<file path="config.mk">
export PLATFORM = sky130hd
export DESIGN_NAME = interval_timer_channel
export DESIGN_NICKNAME = d
export VERILOG_FILES = /design/src/rtl/interval_timer_channel.sv
export SDC_FILE = /design/constraint.sdc
export NUM_CORES = 1
export LEC_CHECK = 0
export BUFFER_PORTS_ARGS = -buffer_cell sky130_fd_sc_hd__buf_2
export CORE_ASPECT_RATIO = 0.6
export CORE_MARGIN = 5
export CORE_UTILIZATION = 52
export CTS_CLUSTER_SIZE = 14
export DETAILED_ROUTE_END_ITERATION = 10
export PLACE_DENSITY = 0.81
export SLEW_MARGIN = 20
export SYNTH_ARGS = -nofsm -noshare
export SYNTH_HDL_FRONTEND = slang
export SYNTH_SLANG_ARGS = --single-unit
</file>
<file path="constraint.sdc">
create_clock -name clk -period 3.2 [get_ports clk]
set_input_delay 0.64 -clock clk [delete_from_list [all_inputs] [get_ports clk]]
set_output_delay 0.64 -clock clk [all_outputs]
set_load 0.1 [all_outputs]
</file>
<file path="src/rtl/interval_timer_channel.sv">
module interval_timer_channel #(
  parameter int W = 16
) (
  input  logic         clk,
  input  logic         rst_n,
  input  logic         tick,
  input  logic         cfg_wr,
  input  logic [2:0]   mode,
  input  logic         bcd,
  input  logic         load,
  input  logic [W-1:0] count_in,
  input  logic         hold,
  input  logic         gate,
  output logic         out,
  output logic [W-1:0] count
);
  localparam int ND = W / 4;

  logic [2:0]   mode_r;
  logic         bcd_r, run, armed, strobe, gate_q;
  logic [W-1:0] cnt, init;

  function automatic logic [W-1:0] dec_val(input logic [W-1:0] v, input logic b);
    logic [W-1:0] r;
    logic         brw;
    if (!b) return v - 1'b1;
    r   = v;
    brw = 1'b1;
    for (int i = 0; i < ND; i++) begin
      if (brw) begin
        if (v[4*i +: 4] == 4'd0) r[4*i +: 4] = 4'd9;
        else begin
          r[4*i +: 4] = v[4*i +: 4] - 4'd1;
          brw = 1'b0;
        end
      end
    end
    return r;
  endfunction

  function automatic logic [W-1:0] half_val(input logic [W-1:0] v, input logic b);
    logic [W-1:0] r;
    if (v == '0) begin
      r = '0;
      if (b) r[W-1 -: 4] = 4'd5;
      else   r[W-1]      = 1'b1;
      return r;
    end
    if (!b) return v >> 1;
    r = '0;
    for (int i = 0; i < ND; i++) begin
      r[4*i +: 4] = v[4*i +: 4] >> 1;
      if (i < ND - 1 && v[4*(i+1)]) r[4*i +: 4] = r[4*i +: 4] + 4'd5;
    end
    return r;
  endfunction

  wire [2:0]   mode_m = (mode > 3'd5) ? {1'b0, mode[1:0]} : mode;
  wire         trig   = gate & ~gate_q & armed & (mode_r == 3'd1 || mode_r == 3'd5);
  wire [W-1:0] nxt    = dec_val(cnt, bcd_r);
  wire [W-1:0] half   = half_val(init, bcd_r);

  assign count = cnt;

  always_ff @(posedge clk) begin
    if (!rst_n) begin
      mode_r <= '0;
      bcd_r  <= 1'b0;
      run    <= 1'b0;
      armed  <= 1'b0;
      strobe <= 1'b0;
      gate_q <= 1'b0;
      out    <= 1'b0;
      cnt    <= '0;
      init   <= '0;
    end else begin
      gate_q <= gate;
      if (cfg_wr) begin
        mode_r <= mode_m;
        bcd_r  <= bcd;
        run    <= 1'b0;
        armed  <= 1'b0;
        strobe <= 1'b0;
        out    <= (mode_m != 3'd0);
      end else if (load) begin
        init   <= count_in;
        cnt    <= count_in;
        armed  <= 1'b1;
        strobe <= 1'b0;
        case (mode_r)
          3'd0:       begin run <= 1'b1; out <= 1'b0; end
          3'd1, 3'd5: begin run <= 1'b0; out <= 1'b1; end
          default:    begin run <= 1'b1; out <= 1'b1; end
        endcase
      end else if (trig) begin
        cnt    <= init;
        run    <= 1'b1;
        strobe <= 1'b0;
        out    <= (mode_r != 3'd1);
      end else if (tick && !hold) begin
        if (strobe) begin
          out    <= 1'b1;
          strobe <= 1'b0;
        end
        if (run) begin
          cnt <= nxt;
          case (mode_r)
            3'd0: if (nxt == '0) out <= 1'b1;
            3'd1: if (nxt == '0) begin out <= 1'b1; run <= 1'b0; end
            3'd2: begin
              if (nxt == '0) begin cnt <= init; out <= 1'b1; end
              else if (nxt == W'(1)) out <= 1'b0;
            end
            3'd3: begin
              if (nxt == '0) begin cnt <= init; out <= 1'b1; end
              else if (nxt == half) out <= 1'b0;
            end
            default: if (nxt == '0) begin out <= 1'b0; run <= 1'b0; strobe <= 1'b1; end
          endcase
        end
      end
    end
  end

  a_r1_idle_stable: assert property (@(posedge clk) disable iff (!rst_n)
    (!cfg_wr && !load && !trig && !tick) |=> $stable(cnt));

  a_r2_load_value: assert property (@(posedge clk) disable iff (!rst_n)
    (load && !cfg_wr) |=> (cnt == $past(count_in)));

  a_r3_tc_latched: assert property (@(posedge clk) disable iff (!rst_n)
    (mode_r == 3'd0 && out && !cfg_wr && !load) |=> out);

  a_r4_rate_low_one: assert property (@(posedge clk) disable iff (!rst_n)
    (mode_r == 3'd2 && !out && tick && !hold && !cfg_wr && !load) |=> out);

  a_r6_strobe_one: assert property (@(posedge clk) disable iff (!rst_n)
    (mode_r >= 3'd4 && !out && tick && !hold && !cfg_wr && !load && !trig) |=> out);

  a_r10_hold_freeze: assert property (@(posedge clk) disable iff (!rst_n)
    (hold && !cfg_wr && !load && !trig) |=> ($stable(cnt) && $stable(out)));
endmodule

</file>
==> results of run 1 <==
## state kept, by name, indices dropped and copies added (netlist names)
register / count
armed: 1
bcd_r: 1
count: 16
gate_q: 1
init: 16
mode_r: 3
out: 1
run: 1
strobe: 1
## final cells by class
| type | count | area, um^2 |
|---|---|---|
| multi-input cells | 354 | 2320 |
| inverters | 13 | 48.8 |
| clock inverters | 2 | 38.8 |
| flip-flops and latches | 41 | 826 |
| fillers | 565 | 2290 |
| clock buffers | 6 | 72.6 |
| well taps | 84 | 105 |
| repair buffers | 73 | 440 |
## stage by stage
stage | std cells | util | setup slack (ns) | instance area (um^2)
after floorplan | 446 | - | 0.0169 | 3310
after global placement | 565 | 0.602 | -0.00403 | 3690
after detailed placement | 565 | 0.602 | -0.0573 | 3690
after CTS | 573 | 0.622 | 0.0651 | 3820
after global routing | 573 | 0.627 | 0.00276 | 3850
final | 573 | 0.627 | 0.135 | 3850
## critical path: cells and delay by family, from the launching register on
family	cells	cell delay, ns
flip-flops	1	0.35
adder cells (fa/ha/maj)	1	0.26
buffers and inverters	1	0.11
AO/OA/AOI/OAI	4	1.01
AND/OR/NAND/NOR	4	1.27
## placed cells by master (no fill, tap or decap), types with 4 or more instances in the layout
| cell type | instances |
|---|---|
| nand2b_1 | 5 |
| nor4_1 | 14 |
| mux2i_1 | 10 |
| inv_1 | 13 |
| o21ai_0 | 22 |
| and3_1 | 5 |
| nand4_1 | 5 |
| and2_1 | 4 |
| o211ai_1 | 5 |
| buf_4 | 30 |
| a31oi_1 | 17 |
| clkbuf_8 | 5 |
| nor2b_1 | 12 |
| nor3_1 | 13 |
| or4_1 | 5 |
| a21oi_1 | 29 |
| xor2_1 | 7 |
| nand3_1 | 5 |
| a211o_1 | 12 |
| o31ai_1 | 4 |
| xnor2_1 | 16 |
| nand2_1 | 66 |
| nor2_1 | 15 |
| a21boi_0 | 17 |
| buf_2 | 43 |
| dfxtp_1 | 39 |
| or3_1 | 7 |
## final timing paths
check                start        to  slack [ns]  cells past startpoint
setup / recovery  count[0]  count[0]        0.14                     10
hold / removal      strobe    strobe        0.47                      2
setup reg to reg  count[0]  count[0]        0.14                     10
hold reg to reg     strobe    strobe        0.47                      2
## what timing repair did
action	in CTS	in global routing
resized for setup	2	7
pin swaps	0	1
setup endpoints to repair	13	19
## cell families (layout without fill, tap and decap cells)
kind of cell	after synthesis	in the layout	share of synthesized area
xor gates and xnor gates	23	23	0.0610
and+or+nand+nor	176	176	0.287
AOI/OAI and AO/OA	140	140	0.290
buffers and inverters	51	94	0.0640
adders and majority gates	4	4	0.0152
DFF	41	41	0.248
muxes	11	11	0.0337
## power breakdown
part | total [mW] | internal, mW | switching, mW
Sequential | 0.594 | 0.541 | 0.0529
Combinational | 0.736 | 0.263 | 0.473
Clock | 0.429 | 0.235 | 0.194
Total | 1.76 | 1.04 | 0.720
## Yosys cell counts (7+ instances only)
cell,instances,area [um^2]
a21boi_0,17,128
buf_2,7,35.0
clkbuf_1,28,105
nor2_1,15,56.3
or3_1,7,43.8
a21oi_1,30,150
inv_1,13,48.8
xnor2_1,16,140
nor3_1,14,70.1
nor4_1,14,87.6
mux2i_1,10,100
dfxtp_1,41,821
a211o_1,12,105
nand2_1,66,248
xor2_1,7,61.3
a31oi_1,17,106
nor2b_1,12,75.1
o21ai_0,22,110
## per-layer routing
metal	global-route usage	vias to the layer above	wire, um
met5	0	-	0
met4	0.0427	0	126
met3	0.0819	24	1900
met2	0.376	292	4490
met1	0.449	1762	5240
li1	-	1722	-
==> out/metrics.csv, run 1 <==
stage,metric,value,unit
route,routed length per instance,20.5,um
timing,final setup vio count,0,
critical_path,"slowest stage cell, crit path",or4bb_4,
placement,Port Buf Inserts,43,
power_and_ir_drop,PD cells,457,nW/um^2
critical_path,"Req. time, crit path",3.43,ns
clocking,H-tree levels,2,
critical_path,critical-path maximum fanout,12,
placement,post-detail-place hpwl,8630,um
yosys,Netlist cell types,69,
cells_and_area,layout overhead on the synthesized area,16.6,%
critical_path,Critical Path Max Stage Delay,0.60,ns
floorplan,height of the die,71.7,um
route,DR vias,3800,
clocking,CTS Sinks,41,
clocking,CTS tree,built,
timing,Hold WS,0.467,ns
power_and_ir_drop,P_leak,1.55,nW
route,vias per cell,6.63,
yosys,Cells after Synth,446,
cells_and_area,layout cells sized above 1,0.211,
clocking,worst skew pair latency,0.30,ns
clocking,Root Buffer,clkbuf_8,
grt,vias in the first global route,3333,
floorplan,I/O pins,44,
placement,Placer Congestion,1.09,
yosys,Main synth FF type,dfxtp_1,
clocking,clock-pin slew on the worst setup and hold paths,0.09,ns
critical_path,CP Cell Sequence,"inv_1, ha_2, or4bb_4, o21ai_1, a41o_1, and4_1, and4_4, nor2_4, a311o_1, a31oi_1",
critical_path,crit path DAT,3.29,ns
floorplan,Initial Util,0.538,
grt,total gr overflow,0,
route,Iter 0 DRT Violations,516,
yosys,Synth warnings,0,
clocking,post-CTS setup buffers,0,
route,drt total wl,11800,um
critical_path,critical path startpoint category,flop,
run,max-cap violation count,0,
clocking,hold_buf cts,0,
timing,RSZ-0062 raised after global routing,no,
yosys,mapped cell area,3300,um^2
yosys,Yosys reg bits,41,
timing,Max transition margin,0.500,
clocking,CTS Buf Count,5,
timing,Final min period,3.06,ns
min_path,hold crit path type,reg2reg,
floorplan,Die Area,8100,um^2
power_and_ir_drop,Max VDD drop,0.000300,V
yosys,Syn Area/Cell,7.41,um^2
critical_path,kind of critical path,reg2reg,
yosys,part of the Yosys area used for sequential elements,0.248,
yosys,syn nets,477,
floorplan,core area,6140,um^2
grt,first-pass GRT wire length,18400,um
grt,pin count of the biggest net entering global routing,41,
timing,clock skew,0.00698,ns
route,Final ANT Viol Nets,0,
timing,Final Cycle Share,0.958,
timing,worst slew pin tran,0.750,ns
timing,final hold viol count,0,
grt,gr usage total,0.284,
yosys,ys async rst share,0,
clocking,CTS Buffer Depth,2,
floorplan,DIE WIDTH,113,um
status,status,"complete, no violations",
yosys,number of flops mapped to enable cells by yosys,0,
floorplan,FP Rows,22,
critical_path,Worst setup EP type,flop,
cells_and_area,Post-layout nets,519,
cells_and_area,ant diodes,0,
grt,antenna violations before repair,0,
timing,Fin Setup TNS,0,ns
route,DR DRC count,0,
power_and_ir_drop,Final Power,1.76,mW
route,Initial DRT Pass Iterations,6,
timing,fmax,0.326,GHz
timing,"Slew Viols, Final",0,
Power figures use the tool's default switching activity.
==> run 2: changes to the inputs <==
--- a/config.mk
+++ b/config.mk
@@ -8,10 +8,10 @@
 export BUFFER_PORTS_ARGS = -buffer_cell sky130_fd_sc_hd__buf_2
 export CORE_ASPECT_RATIO = 0.6
 export CORE_MARGIN = 5
-export CORE_UTILIZATION = 52
+export CORE_UTILIZATION = 53
 export CTS_CLUSTER_SIZE = 14
 export DETAILED_ROUTE_END_ITERATION = 10
-export PLACE_DENSITY = 0.81
+export PLACE_DENSITY = 0.82
 export SLEW_MARGIN = 20
 export SYNTH_ARGS = -nofsm -noshare
 export SYNTH_HDL_FRONTEND = slang
==> out/metrics.csv, run 2 (same netlist as run 1, synthesis figures left out) <==
stage,metric,value,unit
route,DR DRC count,0,
route,vias per cell,6.68,
route,Initial DRT Pass Iterations,6,
power_and_ir_drop,P_leak,1.50,nW
critical_path,"Req. time, crit path",3.42,ns
power_and_ir_drop,PD cells,439,nW/um^2
floorplan,height of the die,71.2,um
clocking,CTS Buffer Depth,2,
cells_and_area,FILL cells,575,
floorplan,core area,6080,um^2
timing,Final Cycle Share,0.974,
cells_and_area,post-layout util,0.620,
cells_and_area,layout cells sized above 1,0.196,
clocking,clock-pin slew on the worst setup and hold paths,0.08,ns
cells_and_area,"most common cell after layout, fill and taps aside",nand2_1,
critical_path,"slowest stage cell, crit path",or4_1,
critical_path,kind of critical path,reg2reg,
timing,fmax,0.321,GHz
timing,RSZ-0062 raised after global routing,no,
cells_and_area,"commonest non-fill, non-tap cells in the layout","nand2_1 (66), buf_2 (43), dfxtp_1 (39)",
run,max-cap violation count,0,
placement,post-detail-place hpwl,8390,um
critical_path,Critical Path Max Stage Delay,0.75,ns
grt,pin count of the biggest net entering global routing,41,
critical_path,critical path startpoint category,flop,
timing,"Slew Viols, Final",0,
route,DR vias,3766,
timing,setup ws final,0.0841,ns
timing,final setup vio count,0,
placement,Placed Instances,555,
grt,total gr overflow,0,
timing,Max transition margin,0.446,
floorplan,DIE WIDTH,112,um
clocking,CTS Buf Count,5,
timing,final hold viol count,0,
grt,antenna violations before repair,0,
grt,gr usage total,0.282,
timing,worst slew pin tran,0.826,ns
floorplan,Die Area,7960,um^2
grt,vias in the first global route,3458,
clocking,H-tree levels,2,
route,Final ANT Viol Nets,0,
cells_and_area,layout overhead on the synthesized area,14.2,%
cells_and_area,Post-layout nets,510,
timing,clock skew,0.00558,ns
placement,Place WS,-0.0541,ns
floorplan,I/O pins,44,
critical_path,crit path DAT,3.34,ns
critical_path,CP Cell Sequence,"or4_1, a211oi_2, o221ai_2, nor4_4, and4_4, nor2_4, a311o_1, a31oi_1",
cells_and_area,ant diodes,0,
critical_path,Worst setup EP type,flop,
clocking,post-CTS setup buffers,0,
placement,Port Buf Inserts,43,
timing,Final min period,3.12,ns
critical_path,critical-path maximum fanout,12,
route,drt total wl,11400,um
placement,DP Area,3620,um^2
cells_and_area,FF+latch area,826,um^2
floorplan,FP Rows,22,
clocking,worst skew pair latency,0.30,ns
route,routed length per instance,20.2,um
power_and_ir_drop,Max VDD drop,0.000261,V
cells_and_area,multi-input logic area,2340,um^2
clocking,CTS Sinks,41,
clocking,CTS tree,built,
status,status,"complete, no violations",
placement,Placer Congestion,1.05,
cells_and_area,final instance area,3770,um^2
min_path,hold crit path type,reg2reg,
grt,first-pass GRT wire length,18200,um
route,Iter 0 DRT Violations,575,
clocking,hold_buf cts,0,
cells_and_area,final non-filler cell total,564,
floorplan,Initial Util,0.543,
clocking,Root Buffer,clkbuf_8,
## run 2: final cells by class
| type | count | share of cell area |
|---|---|---|
| Clock inverter | 2 | 0.00365 |
| Multi-Input combinational cell | 355 | 0.620 |
| Inverter | 13 | 0.0139 |
| Timing Repair Buffer | 63 | 0.0968 |
| Clock buffer | 6 | 0.0192 |
| Sequential cell | 41 | 0.219 |
| Tap cell | 84 | 0.0279 |
## run 2: routing by layer
layer	global-route usage	share of wire
met4	0.0756	0.023
met2	0.369	0.38
met1	0.419	0.44
met3	0.113	0.16
met5	0	0
## run 2: timing repair
action                                  4_1_cts  5_1_grt
pin swaps                                     0        3
endpoints found under the setup margin       14       19
gates resized for setup                       2        9
gates cloned                                  0        1
## run 2: worst paths after layout
check                 from  endpoint  slack [ns]  depth (start not counted)
setup / recovery  count[6]  count[0]        0.08                          8
hold / removal      strobe    strobe        0.46                          2
setup reg to reg  count[6]  count[0]        0.08                          8
hold reg to reg     strobe    strobe        0.46                          2
## run 2: critical path: cells and delay by family, from the launching register on
kind             cells  cell delay, ns
AO/OA/AOI/OAI        4            1.08
flip-flops           1            0.33
AND/OR/NAND/NOR      4            1.62
## run 2: through the flow
stage	total power [mW]	TNS [ns]	hold slack (ns)
after floorplan	1.09	0	0.429
after global placement	1.26	0	0.443
after detailed placement	1.27	-0.152	0.451
after CTS	1.62	0	0.466
after global routing	1.73	0	0.532
final	1.66	0	0.463
## run 2: power by group
group	switching, mW	internal, mW
clock	0.191	0.154
combinational	0.461	0.250
sequential	0.0602	0.541
total	0.712	0.946
==> run 3: changes to the inputs <==
==> constraint.sdc (replaced) <==
create_clock -name clk -period 2.65 [get_ports clk]
set_input_delay 0.53 -clock clk [delete_from_list [all_inputs] [get_ports clk]]
set_output_delay 0.53 -clock clk [all_outputs]
set_load 0.1 [all_outputs]
==> out/metrics.csv, run 3 (same netlist as run 1, synthesis figures left out) <==
stage,metric,value,unit
status,status,"complete, but fails checks",
status,failing checks,negative setup slack,
grt,vias in the first global route,3551,
min_path,hold crit path type,in2reg,
timing,Final min period,2.82,ns
timing,setup ws final,-0.173,ns
critical_path,kind of critical path,reg2reg,
grt,gr usage total,0.301,
route,vias per cell,6.50,
timing,clock skew,0.00837,ns
power_and_ir_drop,Logic pwr share,0.466,
clocking,CTS tree,built,
critical_path,critical-path maximum fanout,8,
route,routed length per instance,20.0,um
power_and_ir_drop,clock network fraction of total power,0.214,
cells_and_area,Post-layout nets,556,
grt,pin count of the biggest net entering global routing,33,
timing,"Slew Viols, Final",0,
critical_path,R2R setup slack,-0.17,ns
timing,fmax,0.354,GHz
clocking,Root Buffer,clkbuf_8,
cells_and_area,"commonest non-fill, non-tap cells in the layout","nand2_1 (65), buf_4 (59), buf_2 (43)",
floorplan,core area,6080,um^2
clocking,CTS Buf Count,5,
timing,final setup vio count,18,
critical_path,R2R Path End,count[13],
floorplan,height of the die,71.2,um
timing,final hold viol count,0,
run,max-cap violation count,0,
power_and_ir_drop,Final Power,2.23,mW
critical_path,worst setup path endpoint,count[13],
power_and_ir_drop,Reg power frac,0.320,
route,Final ANT Viol Nets,0,
critical_path,RR Startpoint,count[0],
grt,antenna violations before repair,0,
timing,worst slew pin tran,0.600,ns
critical_path,FF-to-FF path depth,12,
critical_path,critical path startpoint category,flop,
cells_and_area,layout cells sized above 1,0.340,
clocking,worst skew pair latency,0.30,ns
cells_and_area,layout overhead on the synthesized area,32.2,%
power_and_ir_drop,Max VDD drop,0.000352,V
power_and_ir_drop,Switching Fraction,0.408,
power_and_ir_drop,Int Power,1.32,mW
floorplan,Die Area,7960,um^2
clocking,H-tree levels,2,
timing,Final Cycle Share,1.07,
floorplan,DIE WIDTH,112,um
cells_and_area,ant diodes,0,
power_and_ir_drop,PD cells,510,nW/um^2
placement,post-detail-place hpwl,8930,um
critical_path,crit path DAT,3.04,ns
clocking,CTS Sinks,41,
clocking,hold_buf cts,0,
critical_path,Worst setup EP type,flop,
cells_and_area,"most common cell after layout, fill and taps aside",nand2_1,
grt,total gr overflow,0,
clocking,CTS Buffer Depth,2,
route,DR DRC count,0,
critical_path,Crit. Startpoint,count[0],
timing,Max transition margin,0.595,
clocking,clock-pin slew on the worst setup and hold paths,0.09,ns
critical_path,"Req. time, crit path",2.87,ns
placement,Port Buf Inserts,43,
grt,first-pass GRT wire length,19100,um
timing,RSZ-0062 raised after global routing,yes,
power_and_ir_drop,NetSw,0.908,mW
power_and_ir_drop,P_leak,1.78,nW
placement,Placer Congestion,1.02,
route,DR vias,3967,
floorplan,FP Rows,22,
floorplan,Initial Util,0.543,
route,Initial DRT Pass Iterations,5,
floorplan,I/O pins,44,
route,Iter 0 DRT Violations,564,
timing,Hold WS,0.467,ns
route,drt total wl,12200,um
[run 3: worst max-delay path, cell delays in order, from the launching register on]
cell and delay [ns]:
dfxtp_4 0.36, inv_4 0.06, ha_4 0.12, or4bb_4 0.50
or4_4 0.58, o221ai_4 0.10, nor4_4 0.06, buf_4 0.16
nand4_4 0.14, buf_6 0.17, a21oi_2 0.05, a211o_1 0.28
a31oi_1 0.16
[run 3: power by group through the flow]
stage / clock [mW] / combinational [mW] / sequential (mW)
6_report: 0.477 / 1.04 / 0.713
3_5_place_dp: 0 / 0.905 / 0.720
4_1_cts: 0.479 / 0.973 / 0.708
5_1_grt: 0.505 / 1.09 / 0.716
3_3_place_gp: 0 / 0.894 / 0.717
2_1_floorplan: 0 / 0.478 / 0.852
[run 3: timing repair]
action,CTS,global route
buffers inserted,6,5
pin swaps,39,20
endpoints found under the setup margin,18,19
gates resized for setup,28,18
cloned,1,0
[run 3: layout make-up]
| cell class | instances | area [um^2] |
|---|---|---|
| tap | 84 | 105 |
| timing repair buffer | 110 | 771 |
| clock inverter | 1 | 8.76 |
| inverter | 13 | 53.8 |
| sequential | 41 | 843 |
| fill | 492 | 1720 |
| clock buffer | 7 | 97.6 |
| multi-input combinational | 354 | 2490 |
[run 3: per-stage QoR]
step	worst slack, ns	util	TNS, ns	std cells	cell area (um^2)
final	-0.173	0.718	-1.97	610	4370
after global routing	-0.246	0.718	-3.13	610	4370
after CTS	-0.0767	0.698	-0.865	605	4250
after detailed placement	-0.214	0.650	-2.20	590	3950
after global placement	-0.194	0.650	-1.40	590	3950
after floorplan	-0.300	-	-4.81	446	3380
[run 3: how the worst min path moves through the flow]
stage,from,depth (start not counted),end,slack [ns]
2_1_floorplan,strobe,2,strobe,0.43
3_3_place_gp,strobe,2,strobe,0.44
3_5_place_dp,strobe,2,strobe,0.45
4_1_cts,gate,2,gate_q,0.46
5_1_grt,gate,2,gate_q,0.46
6_report,gate,2,gate_q,0.47
[run 3: routing by layer]
metal	up-vias	wire length, um	global-route usage
met5	-	0	0
met4	0	138	0.0567
met3	14	1870	0.104
met2	286	4840	0.418
met1	1860	5370	0.447
li1	1807	-	-
